<file path="src/rtl/sinc3_pkg.sv">
package sinc3_pkg;
    typedef enum logic [1:0] {
        ST_PRIME_A = 2'd0,
        ST_PRIME_B = 2'd1,
        ST_PRIME_C = 2'd2,
        ST_STREAM  = 2'd3
    } prime_state_t;
endpackage

</file>
<file path="src/rtl/sinc3_clkgen.sv">
module sinc3_clkgen #(
    parameter int DIV_W = 8
) (
    input  logic             clk,
    input  logic             rst,
    input  logic [DIV_W-1:0] half_period,
    input  logic             mod_data,
    output logic             mod_clk,
    output logic             sample_en,
    output logic             sample_bit
);
    logic [DIV_W-1:0] hp_eff;
    logic [DIV_W-1:0] phase_cnt;
    logic             mclk_q;

    assign hp_eff  = (half_period == '0) ? DIV_W'(1) : half_period;
    assign mod_clk = mclk_q;

    always_ff @(posedge clk) begin
        if (rst) begin
            phase_cnt  <= '0;
            mclk_q     <= 1'b0;
            sample_en  <= 1'b0;
            sample_bit <= 1'b0;
        end else begin
            sample_en <= 1'b0;
            if (phase_cnt >= hp_eff - DIV_W'(1)) begin
                phase_cnt <= '0;
                mclk_q    <= ~mclk_q;
                if (mclk_q) begin
                    sample_en  <= 1'b1;
                    sample_bit <= mod_data;
                end
            end else begin
                phase_cnt <= phase_cnt + DIV_W'(1);
            end
        end
    end

    // a bit is taken exactly when the modulator clock falls
    p_sample_on_fall_r3: assert property (@(posedge clk) disable iff (rst)
        ($past(!rst) && $fell(mclk_q)) |-> sample_en);
    p_fall_only_sample_r3: assert property (@(posedge clk) disable iff (rst)
        sample_en |-> $fell(mclk_q));
endmodule

</file>
<file path="src/rtl/sinc3_integ.sv">
module sinc3_integ #(
    parameter int ORDER = 3,
    parameter int ACC_W = 25,
    parameter int PH_W  = 8
) (
    input  logic             clk,
    input  logic             rst,
    input  logic             sample_en,
    input  logic             sample_bit,
    output logic [ACC_W-1:0] acc_out,
    output logic             tick
);
    logic [ACC_W-1:0] acc  [ORDER];
    logic [ACC_W-1:0] feed [ORDER];
    logic [PH_W-1:0]  phase;

    assign feed[0] = {{(ACC_W-1){1'b0}}, sample_bit};

    for (genvar g = 0; g < ORDER; g++) begin : g_int
        logic [ACC_W-1:0] sum_q;
        if (g > 0) begin : g_link
            assign feed[g] = acc[g-1];
        end
        always_ff @(posedge clk) begin
            if (rst)            sum_q <= '0;
            else if (sample_en) sum_q <= sum_q + feed[g];
        end
        assign acc[g] = sum_q;
    end

    assign acc_out = acc[ORDER-1];

    always_ff @(posedge clk) begin
        if (rst) begin
            phase <= '0;
            tick  <= 1'b0;
        end else begin
            tick <= sample_en && (phase == '1);
            if (sample_en) phase <= phase + PH_W'(1);
        end
    end

    // a decimation tick follows a sample and starts a new period
    p_tick_after_sample_r4: assert property (@(posedge clk) disable iff (rst)
        tick |-> $past(sample_en));
    p_tick_phase_zero_r4: assert property (@(posedge clk) disable iff (rst)
        tick |-> (phase == '0));
endmodule

</file>
<file path="src/rtl/sinc3_comb.sv">
module sinc3_comb
    import sinc3_pkg::*;
#(
    parameter int ORDER = 3,
    parameter int ACC_W = 25,
    parameter int OUT_W = 16,
    parameter int SHIFT = 8
) (
    input  logic             clk,
    input  logic             rst,
    input  logic             tick,
    input  logic [ACC_W-1:0] acc_in,
    output logic [OUT_W-1:0] word_out,
    output logic             word_valid
);
    localparam int SCL_W = ACC_W - SHIFT;

    logic [ACC_W-1:0] stage_in [ORDER+1];
    logic [SCL_W-1:0] scaled;
    logic [OUT_W-1:0] clamped;
    prime_state_t     state_q, state_d;
    logic             emit;

    assign stage_in[0] = acc_in;

    for (genvar g = 0; g < ORDER; g++) begin : g_comb
        logic [ACC_W-1:0] dly_q;
        always_ff @(posedge clk) begin
            if (rst)       dly_q <= '0;
            else if (tick) dly_q <= stage_in[g];
        end
        assign stage_in[g+1] = stage_in[g] - dly_q;
    end

    assign scaled  = stage_in[ORDER][ACC_W-1:SHIFT];
    assign clamped = (|scaled[SCL_W-1:OUT_W]) ? {OUT_W{1'b1}} : scaled[OUT_W-1:0];

    always_ff @(posedge clk) begin
        if (rst) state_q <= ST_PRIME_A;
        else     state_q <= state_d;
    end

    always_comb begin
        state_d = state_q;
        if (tick) begin
            unique case (state_q)
                ST_PRIME_A: state_d = ST_PRIME_B;
                ST_PRIME_B: state_d = ST_PRIME_C;
                ST_PRIME_C: state_d = ST_STREAM;
                ST_STREAM:  state_d = ST_STREAM;
            endcase
        end
    end

    assign emit = tick && ((state_q == ST_PRIME_C) || (state_q == ST_STREAM));

    always_ff @(posedge clk) begin
        if (rst) begin
            word_out   <= '0;
            word_valid <= 1'b0;
        end else begin
            word_valid <= emit;
            if (emit) word_out <= clamped;
        end
    end

    // valid is a single-cycle strobe and the word holds between strobes
    p_valid_pulse_r8: assert property (@(posedge clk) disable iff (rst)
        word_valid |=> !word_valid);
    p_word_hold_r8: assert property (@(posedge clk) disable iff (rst)
        ($past(!rst) && !word_valid) |-> $stable(word_out));
    // no word leaves while the history is still priming
    p_no_early_word_r7: assert property (@(posedge clk) disable iff (rst)
        word_valid |-> ($past(tick) && ($past(state_q) != ST_PRIME_A)
                        && ($past(state_q) != ST_PRIME_B)));
endmodule

</file>
<file path="src/rtl/sinc3_decim.sv">
module sinc3_decim #(
    parameter int RATIO_LOG2 = 8,
    parameter int ORDER      = 3,
    parameter int OUT_W      = 16,
    parameter int DIV_W      = 8
) (
    input  logic             clk,
    input  logic             rst,
    input  logic [DIV_W-1:0] half_period,
    input  logic             mod_data,
    output logic             mod_clk,
    output logic [OUT_W-1:0] word_out,
    output logic             word_valid
);
    localparam int GAIN_LOG2 = ORDER * RATIO_LOG2;
    localparam int ACC_W     = GAIN_LOG2 + 1;
    localparam int SHIFT     = GAIN_LOG2 - OUT_W;

    logic             sample_en;
    logic             sample_bit;
    logic [ACC_W-1:0] acc_last;
    logic             tick;

    sinc3_clkgen #(.DIV_W(DIV_W)) u_clkgen (
        .clk        (clk),
        .rst        (rst),
        .half_period(half_period),
        .mod_data   (mod_data),
        .mod_clk    (mod_clk),
        .sample_en  (sample_en),
        .sample_bit (sample_bit)
    );

    sinc3_integ #(.ORDER(ORDER), .ACC_W(ACC_W), .PH_W(RATIO_LOG2)) u_integ (
        .clk       (clk),
        .rst       (rst),
        .sample_en (sample_en),
        .sample_bit(sample_bit),
        .acc_out   (acc_last),
        .tick      (tick)
    );

    sinc3_comb #(.ORDER(ORDER), .ACC_W(ACC_W), .OUT_W(OUT_W), .SHIFT(SHIFT)) u_comb (
        .clk       (clk),
        .rst       (rst),
        .tick      (tick),
        .acc_in    (acc_last),
        .word_out  (word_out),
        .word_valid(word_valid)
    );

    // outputs are quiet in the cycle after a reset edge
    p_reset_quiet_r1: assert property (@(posedge clk)
        $past(rst) |-> (!word_valid && !mod_clk && (word_out == '0)));
endmodule

</file>
<file path="config.mk">
export PLATFORM = sky130hd
export DESIGN_NAME = sinc3_decim
export DESIGN_NICKNAME = d
export VERILOG_FILES = /design/src/rtl/sinc3_pkg.sv /design/src/rtl/sinc3_clkgen.sv /design/src/rtl/sinc3_integ.sv /design/src/rtl/sinc3_comb.sv /design/src/rtl/sinc3_decim.sv
export SDC_FILE = /design/constraint.sdc
export NUM_CORES = 1
export LEC_CHECK = 0
export BUFFER_PORTS_ARGS = -buffer_cell sky130_fd_sc_hd__buf_4
export CELL_PAD_IN_SITES_DETAIL_PLACEMENT = 1
export CELL_PAD_IN_SITES_GLOBAL_PLACEMENT = 2
export CORE_ASPECT_RATIO = 1.25
export CORE_MARGIN = 1
export CORE_UTILIZATION = 36
export CTS_CLUSTER_DIAMETER = 100
export DETAILED_ROUTE_END_ITERATION = 6
export HOLD_SLACK_MARGIN = 0.08
export PLACE_DENSITY_LB_ADDON = 0.1
export SYNTH_ARGS = -nofsm -noshare
export SYNTH_HDL_FRONTEND = slang
export SYNTH_SLANG_ARGS = --single-unit
</file>
<file path="constraint.sdc">
create_clock -name clk -period 6.4 [get_ports clk]
set_input_delay 0.96 -clock clk [delete_from_list [all_inputs] [get_ports clk]]
set_output_delay 0.96 -clock clk [all_outputs]
set_load 0.05 [all_outputs]
</file>
== Word-level counts from Yosys, hierarchy flattened ==
Cells that the tools add are included.

* Register bits after elaboration: 189
* Input bits: 11
* Output and inout port bits: 18

* $add $sub $neg: 9
* Order comparisons: 1
* Equal/unequal tests: 4
* Multiplexer cells: 4
* Bitwise operators: 2
* Reductions and logical operators: 9

{| class="wikitable"
|+ Operators with widths
! kind !! number
|-
| $sub 25x25->25 || 3
|-
| $add 25x25->25 || 2
|-
| $add 25x1->25 || 1
|-
| $add 8x1->8 const B || 2
|-
| $mux 16 || 1
|-
| $eq 8x8->1 const B || 1
|-
| $ge 8x8->1 || 1
|-
| $logic_not 8->1 || 1
|-
| $mux 8 || 1
|-
| $sub 8x1->8 const B || 1
|-
| $pmux 2 s3 || 1
|-
| $reduce_or 2->1 || 3
|-
| $eq 2x2->1 const B || 2
|-
| $eq 2x1->1 const B || 1
|-
| $logic_and 1x1->1 || 2
|-
| $logic_not 2->1 || 1
|-
| $not 1->1 || 2
|-
| $reduce_and 2->1 || 1
|-
| $logic_or 1x1->1 || 1
|-
| $mux 1 || 1
|}

== Depth between registers and ports, before layout ==
* Depth after elaboration: 6
* Mapped depth: 31

== By module ==
A second synthesis with hierarchy kept.

* Cell total of the unflattened synthesis: 1562
* Area, all modules: 13001.2 µm²

{| class="wikitable"
|+ Modules (own cells, without submodules)
! module !! times used !! cells each !! area an instance (µm²) !! seq. area each (µm²)
|-
| sinc3_comb || 1 || 807 || 6707.7 || 1881.8
|-
| sinc3_integ || 1 || 675 || 5542.8 || 1681.6
|-
| sinc3_clkgen || 1 || 80 || 750.7 || 220.2
|}

== Worst setup path after synthesis ==
OpenSTA, ideal clock, no wires.

* Path type: reg2reg
* From: register u_integ.g_int[2].sum_q[0] (netlist: u_integ.acc_out[0])
* To: register u_comb.word_out[12]
* Setup time: 0.091 ns
* Data arrival time: 5.970 ns
* Data required time: 6.309 ns
* Path slack: 0.339 ns
* Cell stages (with the launch flop): 31
* Path buffers: 1
* Path through: dfxtp_1 -> inv_1 -> ha_1 -> inv_1 -> fa_1 -> a211oi_1 -> o21ai_0 -> a31o_2 -> a21oi_1 -> o21bai_1 -> a21o_1 -> a21o_1 -> a21o_1 -> xnor2_1 -> ha_1 -> and3_1 -> a221oi_1 -> nor2b_1 -> a311o_1 -> a21o_1 -> a21oi_1 -> xnor2_1 -> ha_1 -> a21oi_1 -> o21ai_0 -> a21oi_1 -> o21ai_0 -> xnor2_1 -> xnor2_2 -> buf_6 -> a311oi_1

{| class="wikitable"
|+ RTL lines
! what !! line !! RTL
|-
| start: declaration || sinc3_integ.sv:20 || <nowiki>logic [ACC_W-1:0] sum_q;</nowiki>
|-
| start signal: assignment || sinc3_integ.sv:26 || <nowiki>else if (sample_en) sum_q <= sum_q + feed[g];</nowiki>
|-
| end signal: assignment || sinc3_comb.sv:63 || <nowiki>if (emit) word_out <= clamped;</nowiki>
|-
| end: declaration || sinc3_comb.sv:13 || <nowiki>output logic [OUT_W-1:0] word_out,</nowiki>
|}

==> results.md <==
* Status: complete, no violations
* Critical Path Start: u_integ.acc_out[0]
* Routed vias at 10500
* Initial antenna violation count at 0
* Area after DPL at approximately 14000 µm²
* Fin. Hold Viols at 0
* Via density at just over 5
* Root Driver: clkbuf_16
* Min Clock Period, post-route at roughly 6000 ps
* Syn. warnings at 0
* Flops & latches, synth at 189
* DR WL met2 at ~15000 µm
* Clk_lat worst skew at 460 ps
* VDD IR max at around 0.18 mV
* Crit-path slowest cell: fa_2
* Number of buffers added on ports at 28
* GP Congestion at 0.7651
* RSZ-0062 raised after global routing: false
* Die area at 36250 µm²
* Reg2reg setup slack at 380 ps
* Max Slew Vio Count at 0
* Layout fillers at 4121
* Starting DRT DRC Count at 269
* Worst Path Arrival at 6370 ps
* Routed Antenna Nets at 0
* Endpoints failing setup at 0
* Worst Reg2Reg Path Length in Cells at 31
* Max-cap viol count at 0
* Layout net count at 1711
* Design Area, Final at 14310 µm²
* CP required at around 6800 ps
* R2R Path End: u_comb.word_out[0]
* Clk sinks at ~190
* Post-DP HPWL at roughly 22000 µm
* Row count at 76
* TritonRoute pass-1 iters at 4
* Die X at around 170 µm
* Worst-Margin Slew at ~1100 ps
* First-pass GRT wire length at slightly above 50000 µm
* Crit path capture type: flip-flop
* Worst min-delay path class: flip-flop to flip-flop
* Synth cell types at 67
* Die height at 212.6 µm
* Top routing layer used: met4
* Max Freq at 166.2 MHz
* Initial Utilization at between 30% and 40%
* CTS Buf Count at 17
* IO Count at 29
* Syn nets at approximately 1700
* H-tree depth at 4
* Synth Flop Type: dfxtp_1
* Overflow after GRT at 0
* Mapped cell area at between 10000 and 15000 µm²
* Final period util at between 90% and 100%
* Pwr dens at between 150 and 200 nW/µm²
* Area Overhead vs Synth at 11.98%
* DR WL/cell at between 10 and 15 µm
* Worst-case clock buffer depth at 2
* Leakage power at approximately 5.8 nW
* Worst hold start: u_comb.g_comb[1].dly_q[21]
* Final WL at roughly 30000 µm
* Cells after Synth at approximately 1500
* Largest net degree at the start of global routing at 73
* Clock skew at 10.47 ps
* Commonest non-fill, non-tap cell in the layout: nor2_1
* Most frequent cells in the layout: 226 x nor2_1, 187 x dfxtp_1, 132 x ha_1, 107 x inv_1, 91 x mux2i_1
* Hold path depth at 2
* GRT Resource Usage Total at between 10% and 20%
* Area of the core at about 35000 µm²
* Max stage delay on crit path at 360 ps
* Post-synth EDFFs at 0
* Met3 WL at about 430 µm
* CP startpoint kind: flip-flop
* DRT met1 WL at 13760 µm
* Hold-fix buffers, CTS at 0
* Hold path endpoint: u_comb.g_comb[1].dly_q[21]
* Syn_area_per_cell at 8.280 µm²
* Register area share after synthesis at 29.62%
* FFs w/ async S/R, synth at 0%
* Reg-to-reg startpoint: u_integ.acc_out[0]
* Max transition margin at 28.55%
* Number of global-route vias before repair at ~11000
* CTS tree: built
* Ant diodes at 0
* Final core occ at 41.22%
* Share of layout cells above drive strength 1 at between 7 and 8%
* Crit Path Max Fanout at 8
* Residual DRC at 0
* Clk pin slew, worst setup/hold paths at roughly 80 ps
* Kind of critical path: flip-flop to flip-flop
-- registers in the layout (all words and copies together), names as in the netlist --
register,cells
u_comb.g_comb.dly_q,75
u_integ.g_int.sum_q,50
u_integ.acc_out,25
u_comb.word_out,16
u_clkgen.phase_cnt,8
u_integ.phase,8
u_comb.state_q,2
u_clkgen.mod_clk,1
u_clkgen.sample_bit,1
u_clkgen.sample_en,1
u_comb.word_valid,1
u_integ.tick,1
-- area by class of cell --
type	instances	area, µm²	area share, %
clock buffer	19	442.9	3.096
clock inverter	13	152.6	1.067
inverter	107	401.6	2.807
multi-input combinational	1194	8506	59.45
sequential	189	3789	26.48
tap	468	585.6	4.093
timing repair buffer	55	429.2	3.000
-- per-layer routing --
| metal | vias to the layer above | track usage [%] |
|---|---|---|
| li1 | 5486 | - |
| met1 | 4924 | 20.36 |
| met2 | 57 | 32.08 |
| met3 | 32 | 2.494 |
| met4 | 0 | 6.865 |
| met5 | - | 0 |
-- worst max-delay path: cells and delay by family (launching register included) --
kind	cells	cell delay, ps
AOI/OAI and AO/OA	17	3200
buffers and inverters	4	430
adders and majority gates	4	1110
xor gates and xnor gates	4	560
DFF	1	320
and+or+nand+nor	2	280
-- where the power goes --
group          switching, W  leakage (nW)  internal (W)   total, W
Combinational     0.0000464          3.99     0.0000280  0.0000744
Clock              0.000506         0.287      0.000595    0.00110
Sequential       0.00000520          1.52       0.00118    0.00118
Total              0.000557          5.81       0.00180    0.00236
-- worst max-delay path by stage --
stage                                to  slack (ps)  cells past startpoint
finish               u_comb.word_out[0]         380                     31
floorplan           u_comb.word_out[12]         340                     30
CTS                  u_comb.word_out[8]          10                     30
global route         u_comb.word_out[0]          10                     33
detailed placement   u_comb.word_out[8]        -240                     29
global placement     u_comb.word_out[7]        -110                     29
-- cells by family (layout without fill, tap and decap cells) --
family                     after synthesis  count (layout)  synth area share (%)
adders and majority gates              136             136                 13.55
buffers and inverters                  161             194                 4.848
and+or+nand+nor                        492             492                 18.17
AOI/OAI and AO/OA                      347             347                 17.81
muxes                                   91              91                 7.130
xor gates and xnor gates               127             128                 8.873
DFF                                    189             189                 29.62
-- through the flow --
step | setup TNS (ps) | instances | power (W) | setup slack [ps] | hold slack (ps)
after floorplan | 0 | 1543 | 0.001256 | 339.1 | 448.5
after global placement | -1651 | 2005 | 0.001276 | -110.2 | 458.5
after detailed placement | -3489 | 2005 | 0.001278 | -241.8 | 465.1
after CTS | 0 | 2040 | 0.002411 | 13.11 | 477.7
after global routing | 0 | 2045 | 0.002464 | 10.73 | 517.0
final | 0 | 2045 | 0.002358 | 383.7 | 480.3
-- timing repair --
action / CTS / global route
buffers inserted: 2 / 5
pin swaps: 2 / 10
cloned: 1 / 0
setup endpoints to repair: 16 / 16
resized for setup: 6 / 21
-- cell usage after synthesis, types with 34 or more instances --
| cell type | count | area share [%] |
|---|---|---|
| dfxtp_1 | 189 | 30 |
| ha_1 | 132 | 13 |
| clkbuf_1 | 40 | 1.2 |
| a21oi_1 | 88 | 3.4 |
| mux2i_1 | 91 | 7.1 |
| nand3_1 | 40 | 1.6 |
| xor2_1 | 51 | 3.5 |
| nor2_1 | 226 | 6.6 |
| nand2_1 | 63 | 1.9 |
| xnor2_1 | 74 | 5.1 |
| nor3_1 | 34 | 1.3 |
| o21ai_0 | 66 | 2.6 |
| a21o_1 | 56 | 3.3 |
| inv_1 | 107 | 3.1 |
No activity file was read; power rests on OpenSTA's default activity.
